==> config.mk <==
export PLATFORM = sky130hd
export DESIGN_NAME = h264_coef_quant
export DESIGN_NICKNAME = d
export VERILOG_FILES = /design/src/rtl/h264q_pkg.sv /design/src/rtl/h264q_qp_reg.sv /design/src/rtl/h264q_lane.sv /design/src/rtl/h264_coef_quant.sv
export SDC_FILE = /design/constraint.sdc
export NUM_CORES = 2
export LEC_CHECK = 0
export ABC_AREA = 1
export BUFFER_PORTS_ARGS = -buffer_cell sky130_fd_sc_hd__buf_4
export CORE_MARGIN = 4
export CORE_UTILIZATION = 40
export DETAILED_ROUTE_END_ITERATION = 8
export GPL_TIMING_DRIVEN = 0
export PLACE_DENSITY = 0.58
export SLEW_MARGIN = 20
export SYNTH_ARGS = -nofsm -noshare
export SYNTH_HDL_FRONTEND = slang
export SYNTH_HIERARCHICAL = 1
export SYNTH_SLANG_ARGS = --single-unit
==> constraint.sdc <==
create_clock -name clk -period 0.8 [get_ports clk]
set_input_delay 0.2 -clock clk [delete_from_list [all_inputs] [get_ports clk]]
set_output_delay 0.2 -clock clk [all_outputs]
set_load 0.03 [all_outputs]
==> src/rtl/h264q_pkg.sv <==
package h264q_pkg;

  localparam int QP_MAX_C = 51;
  localparam int MF_W     = 14;

  typedef enum logic [1:0] {
    CLS_LUMA_AC   = 2'd0,
    CLS_LUMA_DC   = 2'd1,
    CLS_CHROMA_AC = 2'd2,
    CLS_CHROMA_DC = 2'd3
  } comp_cls_e;

  // Position class from row and column parity.
  function automatic logic [1:0] pos_class(input logic [1:0] row, input logic [1:0] col);
    if (!row[0] && !col[0])      return 2'd0;
    else if (row[0] && col[0])   return 2'd1;
    else                         return 2'd2;
  endfunction

  // Multiplication factor indexed by QP residue and position class.
  function automatic logic [MF_W-1:0] mf_lookup(input logic [2:0] rem, input logic [1:0] pcls);
    logic [MF_W-1:0] a, b, c;
    case (rem)
      3'd0:    begin a = 14'd13107; b = 14'd5243; c = 14'd8066; end
      3'd1:    begin a = 14'd11916; b = 14'd4660; c = 14'd7490; end
      3'd2:    begin a = 14'd10082; b = 14'd4194; c = 14'd6554; end
      3'd3:    begin a = 14'd9362;  b = 14'd3647; c = 14'd5825; end
      3'd4:    begin a = 14'd8192;  b = 14'd3355; c = 14'd5243; end
      default: begin a = 14'd7282;  b = 14'd2893; c = 14'd4559; end
    endcase
    case (pcls)
      2'd0:    return a;
      2'd1:    return b;
      default: return c;
    endcase
  endfunction

endpackage

==> src/rtl/h264q_qp_reg.sv <==
module h264q_qp_reg #(
  parameter int QPW    = 6,
  parameter int QP_MAX = 51
) (
  input  logic           clk,
  input  logic           rst_n,
  input  logic           wr_en,
  input  logic [QPW-1:0] wr_qp,
  output logic [QPW-1:0] qp_q,
  output logic [QPW-1:0] qp_div6,
  output logic [QPW-1:0] qp_mod6
);
  localparam logic [QPW-1:0] QP_LIM = QPW'(QP_MAX);
  localparam logic [QPW-1:0] SIX    = QPW'(6);

  logic [QPW-1:0] qp_d;

  always_comb begin
    qp_d = qp_q;
    if (wr_en) qp_d = (wr_qp > QP_LIM) ? QP_LIM : wr_qp;
  end

  always_ff @(posedge clk or negedge rst_n) begin
    if (!rst_n) qp_q <= '0;
    else        qp_q <= qp_d;
  end

  always_comb begin
    qp_div6 = qp_q / SIX;
    qp_mod6 = qp_q % SIX;
  end
endmodule

==> src/rtl/h264q_lane.sv <==
module h264q_lane #(
  parameter int CW  = 16,
  parameter int MFW = 14,
  parameter int PW  = 32,
  parameter int SW  = 5
) (
  input  logic           clk,
  input  logic           en0,
  input  logic           en1,
  input  logic           en2,
  input  logic [CW-1:0]  sample,
  input  logic [MFW-1:0] mf,
  input  logic [SW-1:0]  shift,
  input  logic [PW-1:0]  offset,
  output logic [CW-1:0]  result
);
  logic [CW-1:0]  mag_d, mag_q;
  logic           sgn_q, sgn2_q;
  logic [MFW-1:0] mf_q;
  logic [PW-1:0]  prod_d, prod_q, sum;
  logic [CW-1:0]  z, res_d, res_q;

  // stage 1: magnitude and sign split
  always_comb mag_d = sample[CW-1] ? (~sample + 1'b1) : sample;
  // stage 2: multiply
  always_comb prod_d = PW'(mag_q) * PW'(mf_q);
  // stage 3: round, shift, sign back
  always_comb begin
    sum   = prod_q + offset;
    z     = CW'(sum >> shift);
    res_d = sgn2_q ? (~z + 1'b1) : z;
  end

  always_ff @(posedge clk) begin
    if (en0) begin
      mag_q <= mag_d;
      sgn_q <= sample[CW-1];
      mf_q  <= mf;
    end
    if (en1) begin
      prod_q <= prod_d;
      sgn2_q <= sgn_q;
    end
    if (en2) res_q <= res_d;
  end

  assign result = res_q;
endmodule

==> src/rtl/h264_coef_quant.sv <==
module h264_coef_quant
  import h264q_pkg::*;
#(
  parameter int LANES = 4,
  parameter int CW    = 16,
  parameter int QPW   = 6
) (
  input  logic                clk,
  input  logic                rst_n,
  input  logic                qp_wr,
  input  logic [QPW-1:0]      qp_wdata,
  input  logic                in_valid,
  input  logic [1:0]          in_row,
  input  logic [1:0]          in_cls,
  input  logic                in_intra,
  input  logic [LANES*CW-1:0] in_data,
  output logic                out_valid,
  output logic [LANES*CW-1:0] out_data
);
  localparam int PW      = 32;
  localparam int SW      = 5;
  localparam int BASE_SH = 15;

  // reset: asserted asynchronously, released on a clock edge
  logic rst_meta, rst_sync_n;
  always_ff @(posedge clk or negedge rst_n) begin
    if (!rst_n) {rst_sync_n, rst_meta} <= 2'b00;
    else        {rst_sync_n, rst_meta} <= {rst_meta, 1'b1};
  end

  logic [QPW-1:0] qp_q, qp_div6, qp_mod6;
  h264q_qp_reg #(.QPW(QPW), .QP_MAX(QP_MAX_C)) u_qp (
    .clk(clk), .rst_n(rst_sync_n), .wr_en(qp_wr), .wr_qp(qp_wdata),
    .qp_q(qp_q), .qp_div6(qp_div6), .qp_mod6(qp_mod6)
  );

  // stage-0 control: shift and offset shared by all lanes
  logic          is_dc;
  logic [SW-1:0] shift0;
  logic [PW-1:0] pow0, off0;
  always_comb begin
    is_dc  = in_cls[0];
    shift0 = SW'(BASE_SH) + SW'(qp_div6) + SW'(is_dc);
    pow0   = PW'(1) << shift0;
    off0   = in_intra ? (pow0 / PW'(3)) : (pow0 / PW'(6));
  end

  // valid pipeline
  logic       v1_q, v2_q, v3_q;
  logic [2:0] v_d;
  always_comb v_d = {v2_q, v1_q, in_valid};
  always_ff @(posedge clk or negedge rst_sync_n) begin
    if (!rst_sync_n) {v3_q, v2_q, v1_q} <= 3'b000;
    else             {v3_q, v2_q, v1_q} <= v_d;
  end

  // control pipeline, aligned with lane stage 3
  logic [SW-1:0] s1_shift, s2_shift;
  logic [PW-1:0] s1_off, s2_off;
  always_ff @(posedge clk) begin
    if (in_valid) begin
      s1_shift <= shift0;
      s1_off   <= off0;
    end
    if (v1_q) begin
      s2_shift <= s1_shift;
      s2_off   <= s1_off;
    end
  end

  for (genvar g = 0; g < LANES; g++) begin : g_lane
    logic [MF_W-1:0] mf_g;
    always_comb mf_g = mf_lookup(qp_mod6[2:0],
                                 is_dc ? 2'd0 : pos_class(in_row, 2'(g)));
    h264q_lane #(.CW(CW), .MFW(MF_W), .PW(PW), .SW(SW)) u_lane (
      .clk(clk), .en0(in_valid), .en1(v1_q), .en2(v2_q),
      .sample(in_data[g*CW +: CW]), .mf(mf_g),
      .shift(s2_shift), .offset(s2_off),
      .result(out_data[g*CW +: CW])
    );
  end

  assign out_valid = v3_q;
endmodule

* Word level (Yosys, flattened, before mapping)
Index checks and enable logic that the tools add are counted.
** Storage, ports and cells
- Register bits after elaboration :: 369
- Output and inout bits :: 65
- Word-level logic and storage cells :: 100
** Cells by class
- Mux-type cells :: 19
- Magnitude comparators :: 1
- Reductions and logical operators :: 3
- Divide/modulo/power cells :: 4
- Multiply operators :: 4
- Eq/ne operators :: 6
- Shift operators :: 5
- Bitwise operators :: 8
- Add/sub/neg operators :: 14
** Operator list (count)
- adder 16 x 1 -> 16 bit (second input constant) :: 8
- adder 30 x 32 -> 32 bit :: 4
- inverter 16 bit :: 8
- >> shifter 32 x 5 -> 16 bit :: 4
- multiplier 16 x 14 -> 30 bit :: 4
- one-hot mux 14 bit (5 select lines) :: 1
- one-hot mux 13 bit (5 select lines) :: 1
- 2-to-1 mux 16 bit :: 4
- 2-to-1 mux 15 bit :: 4
- one-hot mux 12 bit (5 select lines) :: 1
- one-hot mux 14 bit (2 select lines) :: 2
- divider 32 x 2 -> 32 bit (second input constant) :: 1
- divider 32 x 3 -> 32 bit (second input constant) :: 1
- 2-to-1 mux 32 bit :: 1
- left shift 1 x 5 -> 32 bit (first input constant) :: 1
- 2-to-1 mux 2 bit :: 4
- divider 6 x 3 -> 6 bit (second input constant) :: 1
- equality test 3 x 2 -> 1 bit (second input constant) :: 2
- greater-than comparator 6 bit (second input constant) :: 1
- modulo 6 x 3 -> 6 bit (second input constant) :: 1
- 2-to-1 mux 6 bit :: 1
- adder 4 x 5 -> 5 bit (first input constant) :: 1
- adder 5 x 1 -> 5 bit :: 1
- equality test 2 x 1 -> 1 bit (second input constant) :: 2
- 4 further kinds :: 5

* Longest topological paths before layout
- Word-level depth :: 6
- Depth in mapped cells :: 311
- Depth with buffers taken out :: 285

* Modules after synthesis
Netlist, hierarchy kept.
** By module, submodules not included
- h264q_lane at g_lane[0].u_lane ... :: area an instance 14821.7 um^2, cells an instance 2103, times used 2
- h264_coef_quant :: area an instance 27983.1 um^2, cells an instance 5218, times used 1
- h264q_lane at g_lane[3].u_lane :: area an instance 14961.8 um^2, cells an instance 2080, times used 1
- h264q_lane at g_lane[2].u_lane :: area an instance 14955.6 um^2, cells an instance 2133, times used 1
- h264q_qp_reg :: area an instance 460.4 um^2, cells an instance 67, times used 1

* Worst setup path before layout
OpenSTA, ideal clock, no wires.
- Kind :: register to register
- Start :: register u_qp.qp_q[4]
- End :: register s1_off[0], data pin
- Clock period less this slack :: 39926 ps
- Stages on the path, launching flop included :: 302
- Library setup time :: 254 ps
- Data required time :: 546 ps
- Setup slack :: -39126 ps
- Arrival :: 39672 ps
- Path through :: dfrtp_1 > o21ai_1 > nand3_2 > nand2_2 > nand2_2 > nand3_2 > nand2_2 > inv_1 > ha_1 > inv_1 > nor2_2 > nand3_1 > nand2_4 > inv_2 > nand3_1 > inv_1 > ha_1 > nor2_1 > [266 not listed] > nor2_2 > nor2_2 > nand2_2 > nor2_4 > nand2_4 > buf_6 > inv_2 > nor2_1 > xor2_1 > inv_1 > ha_1 > a21boi_0 > nand3_1 > nand2_1 > nor2_1 > nand2_1 > nor2_1 > nand2_1
** Between the ends
- Cells in the longest elaborated chain, start to end :: 6
- Elaborated cells between the ends (all ways) :: 7
** RTL lines
- from (decl) :: line h264q_qp_reg.sv:9 : output logic [QPW-1:0] qp_q,
- from (signal assigned) :: line h264q_qp_reg.sv:25 : else qp_q <= qp_d;
- divider 6 x 3 -> 6 bit * :: line h264q_qp_reg.sv:29 : qp_div6 = qp_q / SIX;
- via qp_div6[1] :: line h264_coef_quant.sv:31 : logic [QPW-1:0] qp_q, qp_div6, qp_mod6;
- adder 4 x 5 -> 5 bit * :: line h264_coef_quant.sv:43 : shift0 = SW'(BASE_SH) + SW'(qp_div6) + SW'(is_dc);
- adder 5 x 1 -> 5 bit * :: line h264_coef_quant.sv:43
- left shift 1 x 5 -> 32 bit * :: line h264_coef_quant.sv:44 : pow0 = PW'(1) << shift0;
- divider 32 x 3 -> 32 bit or divider 32 x 2 -> 32 bit (tied branches) :: line h264_coef_quant.sv:45 : off0 = in_intra ? (pow0 / PW'(3)) : (pow0 / PW'(6));
- 2-to-1 mux 32 bit * :: line h264_coef_quant.sv:45
- via off0[0] :: line h264_coef_quant.sv:40 : logic [PW-1:0] pow0, off0;
- to (signal assigned) :: line h264_coef_quant.sv:63 : s1_off <= off0;
- to (decl) :: line h264_coef_quant.sv:59 : logic [PW-1:0] s1_off, s2_off;
Mark *: on every way through the listed nets, which the timed path passes. The rest lies on a longest branch.
A chain may end at the register's enable or synchronous reset.

* Final worst setup path
- Start :: register u_qp.qp_q[5]
- End :: register s1_off[0], data pin
The elaborated chain is that of the path after synthesis.

==> metrics.txt <==
first-pass GRT wire length=470 mm; Initial DRC Count=7,279; clock sink total=395; FMAX=28.0 MHz; routed via count=88,600; fin. max-slew vios=0; Crit Path Category=flip-flop to flip-flop; GR Util met2=42.2%; die width=477 um; Setup WS post-layout=-34.90 ns; worst hold margin=0.0205 ns; drt total wl=303 mm; RSZ-0062 raised after global routing=yes; worst-path fanout max=7; Worst setup SP type=flip-flop; grt ovf=0; failing checks=negative setup slack; Post-route DRC=0; WL per Instance=17.4 um; post-layout util=48.2%; worst-margin pin slew=1.23 ns; Worst EP required=1.20 ns; core area=0.218 sq mm; clock-pin slew on the worst setup and hold paths=0.06 ns; Min-Delay Path Class=primary input to flip-flop; dpl hpwl=245 mm; Root Driver=clkbuf_16; Cells after Synth=13,700; GRT met3 Usage=1.89%; share of cells above drive strength 1=18.4%; Top Ports=144; DR vias/cell=5.10; arrival time worst endpoint=36.10 ns; nets=15,800; chip height=477 um; largest net degree at the start of global routing=80; run status=finished, violations left; Max-slew headroom=17.8%; Tmin final=35.70 ns; antenna violations before repair=11; Port Buffers=140; GR Util All Layers=25.7%; Worst setup EP type=flip-flop; slowest CP cell=dfrtp_1; Final Hold Viols=0; worst clock skew=0.0456 ns; htree depth=2; Clk Latency, worst-skew pair=0.68 ns; GPL Wtd Cong=0.964; Post-DRT Antenna Nets=0; CTS buffer count=49; synthesized area per cell=6.42 sq um; MaxCap Viol Count=0; CTS tree=yes; CTS Buffer Depth=3; crit-path max cell delay=0.40 ns; Setup Viol. Count Final=690; Starting Density=40.3%; TritonRoute pass-1 iters=7; Most Frequent Cell on Critical Path=nor2_4; die area=0.227 sq mm; period utilization=4460%; synth-to-layout area growth=19.4%; Yosys warnings=6; met1 usage=36.5%; vias in the first global route=83,600; Syn Std Cell Area=0.0880 sq mm; Rows=171; GR peak layer=met2; pre-CTS WS=-42.88 ns
## layer usage
metal / routed length (um) / vias to the layer above
li1: - / 44200
met1: 138000 / 41700
met2: 139000 / 2420
met3: 16700 / 321
met4: 9030 / 0
met5: 0 / -
## worst max-delay path: cells and delay by family (launching register included)
kind	cells	cell delay (ns)
buf+inv	83	8.30
simple gates	155	14.36
compound gates	7	0.94
xor+xnor	24	4.14
flops	1	0.40
fa+ha+maj	29	7.15
## area by class of cell
cell class	instances	area, sq um
multi-input combinational	10200	68200
inverter	2801	10600
clock inverter	34	338
timing repair buffer	737	6170
clock buffer	57	1280
tap	2854	3570
sequential	395	11800
fill	22300	113000
antenna	5	12.5
buffer	351	3050
## final timing paths
kind / slack, ns / endpoint / startpoint / cells after the start
max: -34.90 / s1_off[0]$_DFFE_PP_ / u_qp/qp_q[5]$_DFFE_PN0P_ / 298
min in group asynchronous: 0.37 / u_qp/qp_q[2]$_DFFE_PN0P_ / rst_sync_n$_DFF_PN0_ / 0
max reg2reg: -34.90 / s1_off[0]$_DFFE_PP_ / u_qp/qp_q[5]$_DFFE_PN0P_ / 298
min: 0.02 / g_lane[1].u_lane/mag_q[3]$_DFFE_PP_ / in_data[18] / 4
min reg2reg: 0.36 / rst_sync_n$_DFF_PN0_ / rst_meta$_DFF_PN0_ / 0
max in group asynchronous: -0.26 / v2_q$_DFF_PN0_ / rst_sync_n$_DFF_PN0_ / 0
## registers in the layout, summed over array words and instances (netlist names)
register              cells
s1_shift                  5
v2_q                      1
g_lane.u_lane/result     64
s1_off                   31
rst_meta                  1
g_lane.u_lane/sgn2_q      4
g_lane.u_lane/mag_q      64
g_lane.u_lane/sgn_q       4
rst_sync_n                1
g_lane.u_lane/prod_q    120
s2_shift                  5
s2_off                   31
u_qp/qp_q                 6
g_lane.u_lane/mf_q       56
v1_q                      1
out_valid                 1
## what timing repair did
item	4_1_cts	5_1_grt
setup endpoints to repair	678	696
buffers inserted	257	250
hold endpoints to repair	84	0
gates cloned	0	6
gates resized for setup	279	464
pin swaps	162	229
hold buffers	74	0
## placed cells by master, fill, tap and decap left out, types with 41 or more instances in the layout
master         count
xor2_1           160
clkbuf_8          41
fa_1             642
buf_8             43
nor2_2           162
nor3_1            57
ha_1             463
xnor2_1           67
buf_4            645
o21ai_2           42
clkbuf_1          61
nand3_1         1537
nor2_1           905
inv_2            166
nand3b_1          83
o21ai_0          148
nand3_4           74
nand2_4           99
buf_2             71
a21oi_1          209
clkbuf_16         55
nand2_1         3984
nor2_4           129
nand4_1          281
nand3_2          283
nand2_2          359
ha_4             104
edfxtp_1         384
dlygate4sd3_1     74
buf_6             64
inv_1           2574
## through the flow
stage                     cells  area [sq um]  setup TNS (ns)
after detailed placement  16700         96100        -1772.25
after floorplan           13700         91200        -1477.57
after global placement    16700         95800        -2211.42
after CTS                 17100        102000        -1558.23
after global routing      17400        105000        -1668.67
final                     17400        105000        -1570.20
Power is not shown: default switching activity piles up to over one toggle a cycle in this logic, so the estimate is an artifact.
